`src/rtl/rp_ctl_pkg.sv`:
```
package rp_ctl_pkg;
  localparam int CFG_AW     = 12;
  localparam int REG_W      = 16;
  localparam int NUM_SEV    = 3;
  localparam int PME_EN_BIT = 3;
  localparam logic [CFG_AW-1:0] CTRL_OFFSET = 12'h0BC;
  localparam logic [REG_W-1:0]  CTRL_RW_MASK = 16'h000F;

  typedef enum int {SEV_CORR = 0, SEV_NONFATAL = 1, SEV_FATAL = 2} sev_e;
endpackage

```
`src/rtl/rp_ctl_reg.sv`:
```
module rp_ctl_reg
  import rp_ctl_pkg::*;
#(
  parameter int                 AW      = CFG_AW,
  parameter int                 DW      = REG_W,
  parameter logic [AW-1:0]      OFFSET  = CTRL_OFFSET,
  parameter logic [DW-1:0]      RW_MASK = CTRL_RW_MASK
) (
  input  logic            clk_i,
  input  logic            rst_ni,
  input  logic            wr_i,
  input  logic [AW-1:0]   addr_i,
  input  logic [DW/8-1:0] be_i,
  input  logic [DW-1:0]   wdata_i,
  output logic [DW-1:0]   rdata_o,
  output logic [DW-1:0]   ctrl_o
);
  localparam int NB = DW / 8;

  logic [DW-1:0] reg_q;
  logic          hit;

  assign hit = (addr_i == OFFSET);

  for (genvar b = 0; b < NB; b++) begin : g_byte
    always_ff @(posedge clk_i or negedge rst_ni) begin
      if (!rst_ni)
        reg_q[b*8 +: 8] <= '0;
      else if (wr_i && hit && be_i[b])
        reg_q[b*8 +: 8] <= wdata_i[b*8 +: 8] & RW_MASK[b*8 +: 8];
    end
  end

  assign rdata_o = hit ? reg_q : '0;
  assign ctrl_o  = reg_q;


  stray_wr_chk: assert property (@(posedge clk_i) disable iff (!rst_ni)
    (wr_i && !hit) |=> $stable(reg_q));


  be_gate_chk: assert property (@(posedge clk_i) disable iff (!rst_ni)
    (wr_i && hit && !be_i[0]) |=> $stable(reg_q[7:0]));
endmodule

```
`src/rtl/rp_serr_gen.sv`:
```
module rp_serr_gen
  import rp_ctl_pkg::*;
#(
  parameter int NSEV = NUM_SEV
) (
  input  logic            clk_i,
  input  logic            rst_ni,
  input  logic [NSEV-1:0] sev_en_i,
  input  logic [NSEV-1:0] port_err_i,
  input  logic [NSEV-1:0] msg_err_i,
  output logic            serr_o
);
  logic [NSEV-1:0] hit;
  logic            serr_q;

  for (genvar s = 0; s < NSEV; s++) begin : g_sev
    assign hit[s] = sev_en_i[s] & (port_err_i[s] | msg_err_i[s]);
  end

  always_ff @(posedge clk_i or negedge rst_ni) begin
    if (!rst_ni) serr_q <= 1'b0;
    else         serr_q <= |hit;
  end

  assign serr_o = serr_q;


  serr_fire_chk: assert property (@(posedge clk_i) disable iff (!rst_ni)
    (|(sev_en_i & (port_err_i | msg_err_i))) |=> serr_o);


  serr_quiet_chk: assert property (@(posedge clk_i) disable iff (!rst_ni)
    !(|(sev_en_i & (port_err_i | msg_err_i))) |=> !serr_o);
endmodule

```
`src/rtl/rp_pme_irq.sv`:
```
module rp_pme_irq (
  input  logic clk_i,
  input  logic rst_ni,
  input  logic pme_en_i,
  input  logic pme_status_i,
  output logic irq_o
);
  logic irq_q;
  logic en_d;

  always_ff @(posedge clk_i or negedge rst_ni) begin
    if (!rst_ni) begin
      irq_q <= 1'b0;
      en_d  <= 1'b0;
    end else begin
      irq_q <= pme_en_i & pme_status_i;
      en_d  <= pme_en_i;
    end
  end

  assign irq_o = irq_q;


  arm_pending_chk: assert property (@(posedge clk_i) disable iff (!rst_ni)
    (pme_en_i && !en_d && pme_status_i) |=> irq_o);


  irq_cause_chk: assert property (@(posedge clk_i) disable iff (!rst_ni)
    irq_o |-> $past(pme_en_i && pme_status_i));
endmodule

```
`src/rtl/rp_err_pme_ctl.sv`:
```
module rp_err_pme_ctl
  import rp_ctl_pkg::*;
(
  input  logic              clk_i,
  input  logic              rst_ni,
  input  logic              cfg_wr_i,
  input  logic [CFG_AW-1:0] cfg_addr_i,
  input  logic [REG_W/8-1:0] cfg_be_i,
  input  logic [REG_W-1:0]  cfg_wdata_i,
  output logic [REG_W-1:0]  cfg_rdata_o,
  input  logic [NUM_SEV-1:0] port_err_i,
  input  logic [NUM_SEV-1:0] msg_err_i,
  input  logic              pme_status_i,
  output logic              serr_o,
  output logic              pme_irq_o
);
  logic [REG_W-1:0] ctrl;

  rp_ctl_reg #(
    .AW(CFG_AW), .DW(REG_W), .OFFSET(CTRL_OFFSET), .RW_MASK(CTRL_RW_MASK)
  ) u_reg (
    .clk_i   (clk_i),
    .rst_ni  (rst_ni),
    .wr_i    (cfg_wr_i),
    .addr_i  (cfg_addr_i),
    .be_i    (cfg_be_i),
    .wdata_i (cfg_wdata_i),
    .rdata_o (cfg_rdata_o),
    .ctrl_o  (ctrl)
  );

  rp_serr_gen #(.NSEV(NUM_SEV)) u_serr (
    .clk_i      (clk_i),
    .rst_ni     (rst_ni),
    .sev_en_i   (ctrl[NUM_SEV-1:0]),
    .port_err_i (port_err_i),
    .msg_err_i  (msg_err_i),
    .serr_o     (serr_o)
  );

  rp_pme_irq u_pme (
    .clk_i        (clk_i),
    .rst_ni       (rst_ni),
    .pme_en_i     (ctrl[PME_EN_BIT]),
    .pme_status_i (pme_status_i),
    .irq_o        (pme_irq_o)
  );
endmodule

```
`config.mk`:
```
export PLATFORM = sky130hd
export DESIGN_NAME = rp_err_pme_ctl
export DESIGN_NICKNAME = d
export VERILOG_FILES = /design/src/rtl/rp_ctl_pkg.sv /design/src/rtl/rp_ctl_reg.sv /design/src/rtl/rp_serr_gen.sv /design/src/rtl/rp_pme_irq.sv /design/src/rtl/rp_err_pme_ctl.sv
export SDC_FILE = /design/constraint.sdc
export NUM_CORES = 1
export LEC_CHECK = 0
export BUFFER_PORTS_ARGS = -buffer_cell sky130_fd_sc_hd__buf_4
export CORE_MARGIN = 3
export CORE_UTILIZATION = 25
export DETAILED_ROUTE_END_ITERATION = 12
export PLACE_DENSITY = 0.68
export SLEW_MARGIN = 20
export SYNTH_ARGS = -nofsm -noshare
export SYNTH_HDL_FRONTEND = slang
export SYNTH_SLANG_ARGS = --single-unit
```
`constraint.sdc`:
```
create_clock -name clk_i -period 1.7 [get_ports clk_i]
set_clock_uncertainty 0.05 [all_clocks]
set_input_delay 0.17 -clock clk_i [delete_from_list [all_inputs] [get_ports clk_i]]
set_output_delay 0.17 -clock clk_i [all_outputs]
set_load 0.02 [all_outputs]
```
==> results of run 1 <==
[per-stage QoR]
| step | utilization (%) | instances | worst slack, ps | hold WS (ps) |
|---|---|---|---|---|
| 3_5_place_dp | 40.9 | 86 | -147 | -68.3 |
| 5_1_grt | 43.3 | 90 | 50.0 | 89.7 |
| 2_1_floorplan | - | 50 | -66.1 | -176 |
| 6_report | 43.3 | 90 | 95.5 | 86.5 |
| 3_3_place_gp | 40.9 | 86 | -139 | -71.9 |
| 4_1_cts | 43.0 | 90 | 63.8 | 87.6 |
[layout make-up]
| class | instances | area, µm² | area share [%] |
|---|---|---|---|
| Clock buffer | 3 | 22.5 | 3.37 |
| Tap cell | 16 | 20.0 | 3.00 |
| Multi-Input combinational cell | 31 | 218 | 32.6 |
| Sequential cell | 6 | 150 | 22.5 |
| Timing Repair Buffer | 34 | 258 | 38.6 |
[report_power, final]
part / switching [mW] / total (mW) / internal, mW / leakage [nW]
combinational: 0.0359 / 0.0784 / 0.0425 / 0.280
sequential: 0.000175 / 0.144 / 0.144 / 0.0838
clock: 0.0490 / 0.129 / 0.0797 / 0.0138
total: 0.0851 / 0.351 / 0.266 / 0.378
[metal layers]
layer | share of wire (%) | vias to the layer above
li1 | - | 179
met1 | 30 | 163
met2 | 50 | 33
met3 | 18 | 2
met4 | 1.7 | 0
met5 | 0 | -
[synth_stat cells, drive strengths merged]
master,number
and2,5
buf,13
conb,1
dfrtp,6
mux2,4
nand2,1
nand3,1
nand4b,1
nor3,1
o21ai,3
or4,1
or4b,2
[worst max-delay path, delay by kind of cell]
kind	cells	cell delay (ps)
multiplexers	1	320
buffers and inverters	1	110
AND/OR/NAND/NOR	2	1080
[path summary, 6_finish.rpt]
path | end | start | cells past startpoint
hold reg to reg | u_pme.irq_o | u_reg.ctrl_o[3] | 1
max in group asynchronous | u_reg.ctrl_o[2] | rst_ni | 2
hold / removal | u_pme.irq_o | pme_status_i | 2
setup / recovery | u_reg.ctrl_o[0] | cfg_addr_i[6] | 4
min in group asynchronous | u_pme.irq_o | rst_ni | 2
setup reg to reg | u_reg.ctrl_o[1] | u_reg.ctrl_o[1] | 1
[timing repair]
action                     in CTS  in global routing
hold buffers                    1                  0
setup endpoints to repair       0                  4
hold endpoints to repair        6                  0
resized for setup               0                  1
[flip-flops by register name, summed over array words and instances (netlist names)]
name,flops
u_pme.irq_o,1
u_reg.ctrl_o,4
u_serr.serr_o,1
[kinds of logic (layout without fill, tap and decap cells)]
logic type             Yosys count  after routing  synth area share, %
buffers and inverters           13             37                 24.4
other                            1             12                0.903
DFF                              6              6                 36.1
AOI/OAI and AO/OA                3              3                 3.61
muxes                            4              4                 14.5
and+or+nand+nor                 12             12                 20.5
==> metrics.cfg, run 1 <==
[clock_network]
cts.repair_timing.setup_buffer_count=0
cts_tree=built
count_of_clock_tree_sinks=6
cts_root_buf=sky130_fd_sc_hd__clkbuf_4
htree_num_levels=1
clock_tree.buffer_depth=2
worst_setup_hold_path_clk_slew_ps=50
clk_latency_ps=240
clock_buffers_created_by_tritoncts=3

[setup_path]
critical_path.slowest_cell=sky130_fd_sc_hd__or4_4
criticalPathCategory=in -> reg
cpPeakStageDelay_ps=550
worst-endpoint-arrival_ps=1680
worstSetupEndpointType=flop
reg2reg_setup_slack_ps=900
timing.critical_path.from_type=primary input
worst-path-max-fanout=4
worstPathRequired_ps=1770
cp_cell_sequence=buf_4, or4b_4, or4_4, mux2_4

[floorplan]
boundaryPins=58
die_w_um=46.8
core_mm2=0.00154
die_height_um=46.8
rows=14
initial_utilization_pct=26.9
design.die.area_mm2=0.00219

[grt]
grt_first_pass_wirelength_um=1410
global_route.usage.met2_pct=17.6
grt.met1_usage_pct=8.62
global_route.overflow_total=0
globalRouteMet3Util_pct=3.45
grt_pass1_vias=378
gr-usage-all-layers_pct=9.61
busiest_metal_layer_after_global_routing=met2
antenna_violations_before_repair=0
grt_max_degree=7

[timing]
setup_viol_count_final=0
timing_hold_violations_final=0
period_share_pct=94.4
finalMaxSlewViolations=0
final_period_minus_worst_setup_slack_ps=1600
setup-tns-final_ps=0
achievable-frequency_ghz=0.623
rsz0062_at_grt=no

[power]
leakagePower_nw=0.378
vdd_ir_max_v=0.000143
fin_total_pwr_uw=351
power_density_mw_per_mm2=525

[layout]
layout.cell_area.non_filler_um2=668
flow.area_growth_from_synthesis_pct=60.8
layout_commonest_cell=sky130_fd_sc_hd__buf_4
antenna_fix_cells=0
nets=116
layout.cells.most_common_list=sky130_fd_sc_hd__buf_4 (33), sky130_fd_sc_hd__conb_1 (12), sky130_fd_sc_hd__dfrtp_1 (6), sky130_fd_sc_hd__and2_1 (5), sky130_fd_sc_hd__mux2_4 (4)
final_layout_size_suffix_gt1_share_pct=59.5
filler_cell_count=170

[logic_synthesis]
synth_largest_type_area_fraction_pct=36.1
synth.top_cells.by_area=sky130_fd_sc_hd__dfrtp_1 (36%), sky130_fd_sc_hd__buf_4 (22%), sky130_fd_sc_hd__mux2_4 (14%)
number_of_synthesized_register_bits=6
netlist.top_cell.by_area=sky130_fd_sc_hd__dfrtp_1
synthesis.area_per_instance_um2=10.7
syn_area_um2=415
synthesis.instances=39
synth-warning-count=0
seq_area_frac_synth_pct=36.1
synth_cell_type_count=13

[detailed_routing]
avgViaCountPerCell=4.19
routed-via-count=377
ant_nets=0
dr.pass1.iters=2
finalWirelength_um=954
avgRoutedWirePerCell_um=10.6
drc_errors=0
drt_iter0_markers=1

[min_path]
hp-class=in -> reg

[outcome]
result_of_the_run=complete, no violations

[placed_design]
dpl-instance-area_um2=631
gp_congestion=0.642
io_buffer_count=32

[flow_run]
maxCapViolCount=0

Power figures use the tool's default switching activity.
==> inputs of run 2 (changes only) <==
--- a/config.mk
+++ b/config.mk
@@ -6,10 +6,12 @@
 export NUM_CORES = 1
 export LEC_CHECK = 0
 export BUFFER_PORTS_ARGS = -buffer_cell sky130_fd_sc_hd__buf_4
+export CELL_PAD_IN_SITES_DETAIL_PLACEMENT = 2
+export CELL_PAD_IN_SITES_GLOBAL_PLACEMENT = 2
 export CORE_MARGIN = 3
-export CORE_UTILIZATION = 25
+export CORE_UTILIZATION = 14
 export DETAILED_ROUTE_END_ITERATION = 12
-export PLACE_DENSITY = 0.68
+export PLACE_DENSITY_LB_ADDON = 0.1
 export SLEW_MARGIN = 20
 export SYNTH_ARGS = -nofsm -noshare
 export SYNTH_HDL_FRONTEND = slang
==> run 2 against run 1 <==
Setup slack worse by 3.1 ps. Sequential cell count did not move. Register-to-register slack lost 20 ps. Count of clock-buffer cells in the layout unchanged. Hold slack improved by 14 ps. Global-route usage fell by 3.2 points. First-iteration DRC count rose by 100%. Largest power group unchanged. Maximum frequency shrank 0.20%. Combinational power is essentially flat. Non-clock buffer count unchanged.
==> metrics.cfg, run 2 (synthesis results as in run 1) <==
[min_path]
min-delay-start=pme_status_i  ; unchanged
worstHoldEndpoint=u_pme.irq_o  ; unchanged
hp-class=in -> reg  ; unchanged
worst_hold_path.num_cells=2  ; unchanged

[placed_design]
dpl_worst_slack_ps=-165  ; was -147 ps
io_buffer_count=32  ; unchanged
dpl-instance-area_um2=649  ; was 631 µm²
gp_congestion=0.579  ; was 0.642

[outcome]
result_of_the_run=complete, no violations  ; unchanged

[power]
leakagePower_nw=0.377  ; was 0.378 nW
vdd_ir_max_v=0.000203  ; was 0.000143 V
power_density_mw_per_mm2=512  ; was 525 mW/mm²

[layout]
flow.area_growth_from_synthesis_pct=64.2  ; was 60.8%
multiInputGateArea_um2=213  ; was 218 µm²
antenna_fix_cells=0  ; unchanged
final_layout_size_suffix_gt1_share_pct=58.1  ; was 59.5%
layout_commonest_cell=sky130_fd_sc_hd__buf_4  ; unchanged
largest_register_ffs=4  ; unchanged
nets=116  ; unchanged
layout.cells.most_common_list=sky130_fd_sc_hd__buf_4 (33), sky130_fd_sc_hd__conb_1 (12), sky130_fd_sc_hd__dfrtp_1 (6), sky130_fd_sc_hd__and2_1 (5), sky130_fd_sc_hd__mux2_4 (4)  ; unchanged
filler_cell_count=325  ; was 170
layout.cell_area.non_filler_um2=682  ; was 668 µm²
seqCellArea_um2=150  ; unchanged

[clock_network]
cts.repair_timing.setup_buffer_count=0  ; unchanged
cts_root_buf=sky130_fd_sc_hd__clkbuf_4  ; unchanged
worst_setup_hold_path_clk_slew_ps=40  ; was 50 ps
ctsResizeCount=0  ; unchanged
clock_tree.buffer_depth=2  ; unchanged
htree_num_levels=1  ; unchanged
clock_buffers_created_by_tritoncts=3  ; unchanged
clk_latency_ps=240  ; about the same
count_of_clock_tree_sinks=6  ; unchanged
cts_tree=built  ; unchanged

[setup_path]
cp_cell_sequence=buf_4, or4b_4, or4_4, mux2_4  ; unchanged
r2r-end=u_reg.ctrl_o[3]  ; was u_reg.ctrl_o[1]
worstSetupEndpointType=flop  ; unchanged
criticalPathCategory=in -> reg  ; unchanged
reg2reg_from=u_reg.ctrl_o[3]  ; was u_reg.ctrl_o[1]
worst-path-max-fanout=4  ; unchanged
worst-endpoint-arrival_ps=1680  ; about the same
critical_path.slowest_cell=sky130_fd_sc_hd__or4_4  ; unchanged
cpPeakStageDelay_ps=550  ; about the same
r2r.worst_path.cells=1  ; unchanged
timing.critical_path.from_type=primary input  ; unchanged
worstPathRequired_ps=1770  ; about the same
reg2reg_setup_slack_ps=880  ; was 900 ps

[floorplan]
die_height_um=60.5  ; was 46.8 µm
core_mm2=0.00278  ; was 0.00154 mm²
die_w_um=60.5  ; was 46.8 µm
design.die.area_mm2=0.00366  ; was 0.00219 mm²
rows=19  ; was 14
boundaryPins=58  ; unchanged
initial_utilization_pct=14.9  ; was 26.9%

[timing]
achievable-frequency_ghz=0.622  ; was 0.623 GHz
final_period_minus_worst_setup_slack_ps=1610  ; was 1600 ps
timing_hold_violations_final=0  ; unchanged
rsz0062_at_grt=no  ; unchanged
timing.final.ws_setup_ps=92.3  ; was 95.5 ps
period_share_pct=94.6  ; was 94.4%
finalMaxSlewViolations=0  ; unchanged
setup_viol_count_final=0  ; unchanged
fin_worst_hold_slack_ps=101  ; was 86.5 ps

[detailed_routing]
routed-via-count=385  ; was 377
drt_iter0_markers=2  ; was 1
drc_errors=0  ; unchanged
avgRoutedWirePerCell_um=10.8  ; was 10.6 µm
ant_nets=0  ; unchanged
finalWirelength_um=1130  ; was 954 µm
dr.pass1.iters=2  ; unchanged
avgViaCountPerCell=3.67  ; was 4.19

[grt]
gr-usage-all-layers_pct=6.38  ; was 9.61%
global_route.overflow_total=0  ; unchanged
grt_first_pass_wirelength_um=1700  ; was 1410 µm
grt_max_degree=7  ; unchanged
grt_pass1_vias=406  ; was 378
antenna_violations_before_repair=0  ; unchanged

[flow_run]
maxCapViolCount=0  ; unchanged

run 2: critical path: cells and delay by family:
family	cells	cell delay, ps
buffers and inverters	1	110
multiplexers	1	320
AND/OR/NAND/NOR	2	1080
run 2: final cells by class:
| cell class | count | area share, % |
|---|---|---|
| sequential | 6 | 22.0 |
| multi-input combinational | 31 | 31.2 |
| tap | 31 | 5.69 |
| timing repair buffer | 34 | 37.8 |
| clock buffer | 3 | 3.30 |
run 2: power breakdown:
group / leakage (nW) / internal, mW / switching, mW
sequential: 0.0838 / 0.144 / 0.000216
combinational: 0.280 / 0.0425 / 0.0360
clock: 0.0138 / 0.0796 / 0.0468
total: 0.377 / 0.266 / 0.0830
run 2: per-layer routing:
metal | wire length [µm] | part of all wire, % | GRT usage [%] | vias to the layer above
li1 | - | - | - | 180
met1 | 407 | 36 | 7.06 | 177
met2 | 558 | 49 | 11.1 | 28
met3 | 165 | 15 | 1.49 | 0
met4 | 0 | 0 | 3.72 | 0
met5 | 0 | 0 | 0 | -
run 2: how the worst max path moves through the flow:
| stage | startpoint | endpoint | slack [ps] | depth (start not counted) |
|---|---|---|---|---|
| after floorplan | cfg_addr_i[6] | u_reg.ctrl_o[0] | -70 | 4 |
| after global placement | cfg_addr_i[6] | u_reg.ctrl_o[2] | -150 | 4 |
| after detailed placement | cfg_addr_i[6] | u_reg.ctrl_o[3] | -170 | 4 |
| after CTS | cfg_addr_i[11] | cfg_rdata_o[2] | 80 | 6 |
| after global routing | cfg_addr_i[11] | cfg_rdata_o[1] | 20 | 6 |
| final | cfg_addr_i[6] | u_reg.ctrl_o[2] | 90 | 4 |
run 2: repair_timing:
action / CTS / global route
setup endpoints to repair: 0 / 0
hold buffers: 1 / 0
hold endpoints to repair: 6 / 0
run 2: stage by stage:
| stage | cells | power, mW | util [%] | TNS [ps] |
|---|---|---|---|---|
| global placement | 101 | 0.222 | 23.3 | -613 |
| floorplan | 50 | 0.195 | - | -264 |
| CTS | 105 | 0.357 | 24.5 | 0 |
| detailed placement | 101 | 0.223 | 23.3 | -647 |
| global route | 105 | 0.372 | 24.5 | 0 |
| finish | 105 | 0.349 | 24.5 | 0 |
==> inputs of run 3 (changes only) <==
--- a/config.mk
+++ b/config.mk
@@ -9,10 +9,11 @@
 export CELL_PAD_IN_SITES_DETAIL_PLACEMENT = 2
 export CELL_PAD_IN_SITES_GLOBAL_PLACEMENT = 2
 export CORE_MARGIN = 3
-export CORE_UTILIZATION = 14
+export CORE_UTILIZATION = 17
 export DETAILED_ROUTE_END_ITERATION = 12
 export PLACE_DENSITY_LB_ADDON = 0.1
 export SLEW_MARGIN = 20
 export SYNTH_ARGS = -nofsm -noshare
 export SYNTH_HDL_FRONTEND = slang
+export SYNTH_HIERARCHICAL = 1
 export SYNTH_SLANG_ARGS = --single-unit
==> run 3 against run 2 <==
Critical path depth grew 1. Via count is 5.2% lower. Sequential cell count stayed put. Critical path type is now in -> out. Critical endpoint is now cfg_rdata_o[1]. Largest power group unchanged.
==> metrics.cfg, run 3 <==
[timing]
final_period_minus_worst_setup_slack_ps=1360  ; was 1610 ps
rsz0062_at_grt=no  ; unchanged
timing.final.ws_setup_ps=340  ; was 92.3 ps
period_share_pct=80.0  ; was 94.6%
finalMaxSlewViolations=0  ; unchanged
setup_viol_count_final=0  ; unchanged
setup-tns-final_ps=0  ; unchanged
achievable-frequency_ghz=0.735  ; was 0.622 GHz
timing_hold_violations_final=0  ; unchanged

[clock_network]
htree_num_levels=1  ; unchanged
cts.repair_timing.setup_buffer_count=0  ; unchanged
cts_root_buf=sky130_fd_sc_hd__clkbuf_4  ; unchanged
count_of_clock_tree_sinks=6  ; unchanged
cts_tree=built  ; unchanged
ctsResizeCount=0  ; unchanged
clk_latency_ps=240  ; about the same
clock_buffers_created_by_tritoncts=3  ; unchanged
clock_tree.buffer_depth=2  ; unchanged
holdBufCountCts=1  ; unchanged
worst_setup_hold_path_clk_slew_ps=50  ; was 40 ps

[layout]
largest_register_ffs=4  ; unchanged
final_layout_size_suffix_gt1_share_pct=56.2  ; was 58.1%
seqCellArea_um2=150  ; unchanged
flow.area_growth_from_synthesis_pct=62.3  ; was 64.2%
layout.cell_area.non_filler_um2=674  ; was 682 µm²
multiInputGateArea_um2=216  ; was 213 µm²
layout_commonest_cell=sky130_fd_sc_hd__buf_4  ; unchanged
nets=115  ; was 116
filler_cell_count=262  ; was 325
layout.cells.most_common_list=sky130_fd_sc_hd__buf_4 (32), sky130_fd_sc_hd__conb_1 (12), sky130_fd_sc_hd__dfrtp_1 (6), sky130_fd_sc_hd__and2_1 (5)  ; was sky130_fd_sc_hd__buf_4 (33), sky130_fd_sc_hd__conb_1 (12), sky130_fd_sc_hd__dfrtp_1 (6), sky130_fd_sc_hd__and2_1 (5), sky130_fd_sc_hd__mux2_4 (4)
antenna_fix_cells=0  ; unchanged

[power]
pwr-share-comb_pct=22.7  ; was 22.5%
leakagePower_nw=0.378  ; was 0.377 nW
p_sw_uw=90.3  ; was 83.0 µW
switching_share_pct=25.3  ; was 23.8%
power_density_mw_per_mm2=530  ; was 512 mW/mm²
power_report.internal_total_uw=267  ; was 266 µW
vdd_ir_max_v=0.000304  ; was 0.000203 V
power_frac_clock_pct=37.1  ; was 36.2%
power.share.sequential_pct=40.2  ; was 41.3%

[floorplan]
design.die.area_mm2=0.00307  ; was 0.00366 mm²
boundaryPins=58  ; unchanged
initial_utilization_pct=18.4  ; was 14.9%
rows=17  ; was 19
die_height_um=55.4  ; was 60.5 µm
core_mm2=0.00225  ; was 0.00278 mm²
die_w_um=55.4  ; was 60.5 µm

[grt]
grt_first_pass_wirelength_um=1990  ; was 1700 µm
antenna_violations_before_repair=0  ; unchanged
grt_max_degree=7  ; unchanged
gr-usage-all-layers_pct=8.21  ; was 6.38%
grt_pass1_vias=417  ; was 406
global_route.overflow_total=0  ; unchanged

[detailed_routing]
dr.pass1.iters=2  ; unchanged
drc_errors=0  ; unchanged
avgRoutedWirePerCell_um=11.4  ; was 10.8 µm
routed-via-count=365  ; was 385
avgViaCountPerCell=3.61  ; was 3.67
ant_nets=0  ; unchanged
finalWirelength_um=1150  ; was 1130 µm
drt_iter0_markers=4  ; was 2

[placed_design]
dp_hpwl_um=1010
io_buffer_count=32  ; unchanged
dpl_worst_slack_ps=321  ; was -165 ps
dpl-instance-area_um2=642  ; was 649 µm²
gp_congestion=0.659  ; was 0.579

[logic_synthesis]
syn_area_um2=415  ; unchanged
synthesis.instances=38  ; was 39
synthesis.area_per_instance_um2=10.9  ; was 10.7 µm²
synth-warning-count=6  ; was 0

[setup_path]
worst-path-max-fanout=4  ; unchanged
timing.critical_path.from_type=primary input  ; unchanged
reg2reg_from=u_reg/ctrl_o[0]  ; was u_reg.ctrl_o[3]
criticalPathCategory=in -> out  ; was in -> reg
worstPathRequired_ps=1480  ; was 1770 ps
worstSetupEndpointType=output port  ; was flop
worst-endpoint-arrival_ps=1140  ; was 1680 ps
worst_setup_path_startpoint=cfg_addr_i[8]  ; was cfg_addr_i[6]

[min_path]
hp-class=in -> reg  ; unchanged
min-delay-start=pme_status_i  ; unchanged

[flow_run]
maxCapViolCount=0  ; unchanged

[outcome]
result_of_the_run=complete, no violations  ; unchanged

## run 3: changes by cell type in the layout (fill, tap and decap cells not counted), sizes merged
cell | previous run | this run
and2 | 5 | 6
and3 | 0 | 1
and4bb | 0 | 2
buf | 33 | 32
nand2 | 1 | 0
nand4 | 0 | 1
nand4b | 1 | 0
nor3 | 1 | 0
nor4b | 0 | 1
or4 | 1 | 0
or4b | 2 | 0
## run 3: power groups by stage
stage	sequential (mW)	clock (mW)	combinational (mW)
after floorplan	0.146	0	0.0505
after global placement	0.146	0	0.0782
after detailed placement	0.146	0	0.0791
after CTS	0.144	0.145	0.0810
after global routing	0.144	0.152	0.0891
final	0.144	0.133	0.0810
## run 3: per-layer routing
layer  global-route usage, %  part of all wire, %  vias to the layer above
li1                        -                    -                      179
met1                    10.3                   44                      161
met2                    12.2                   46                       25
met3                    3.04                  9.9                        0
met4                    4.17                    0                        0
met5                       0                    0                        -
## run 3: final cells by class
class | instances | area share [%]
repair buffers | 33 | 37.1
multi-input cells | 31 | 32.1
well taps | 28 | 5.19
flip-flops and latches | 6 | 22.3
clock buffers | 3 | 3.34
## run 3: metrics by stage
stage               hold WS (ps)  utilization [%]  instances  total power [mW]
floorplan                   -176                -         49             0.197
global placement           -67.8             28.5         97             0.224
detailed placement         -66.0             28.5         97             0.225
CTS                         75.7             29.9        101             0.369
global route                80.0             29.9        101             0.384
finish                      86.4             29.9        101             0.358
## run 3: worst max-delay path, cell delays in order
cell and delay (ps):
sky130_fd_sc_hd__buf_4 120, sky130_fd_sc_hd__nor4b_4 300, sky130_fd_sc_hd__and3_2 270, sky130_fd_sc_hd__and2_1 140, sky130_fd_sc_hd__buf_4 140
## run 3: worst paths after layout
check | depth (start not counted) | endpoint | slack (ps)
max in group asynchronous | 2 | u_serr/serr_o | 1260
max reg2reg | 1 | u_reg/ctrl_o[0] | 840
max | 5 | cfg_rdata_o[1] | 340
min in group asynchronous | 2 | u_pme/irq_o | 220
min | 2 | u_pme/irq_o | 90
min reg2reg | 1 | u_pme/irq_o | 450
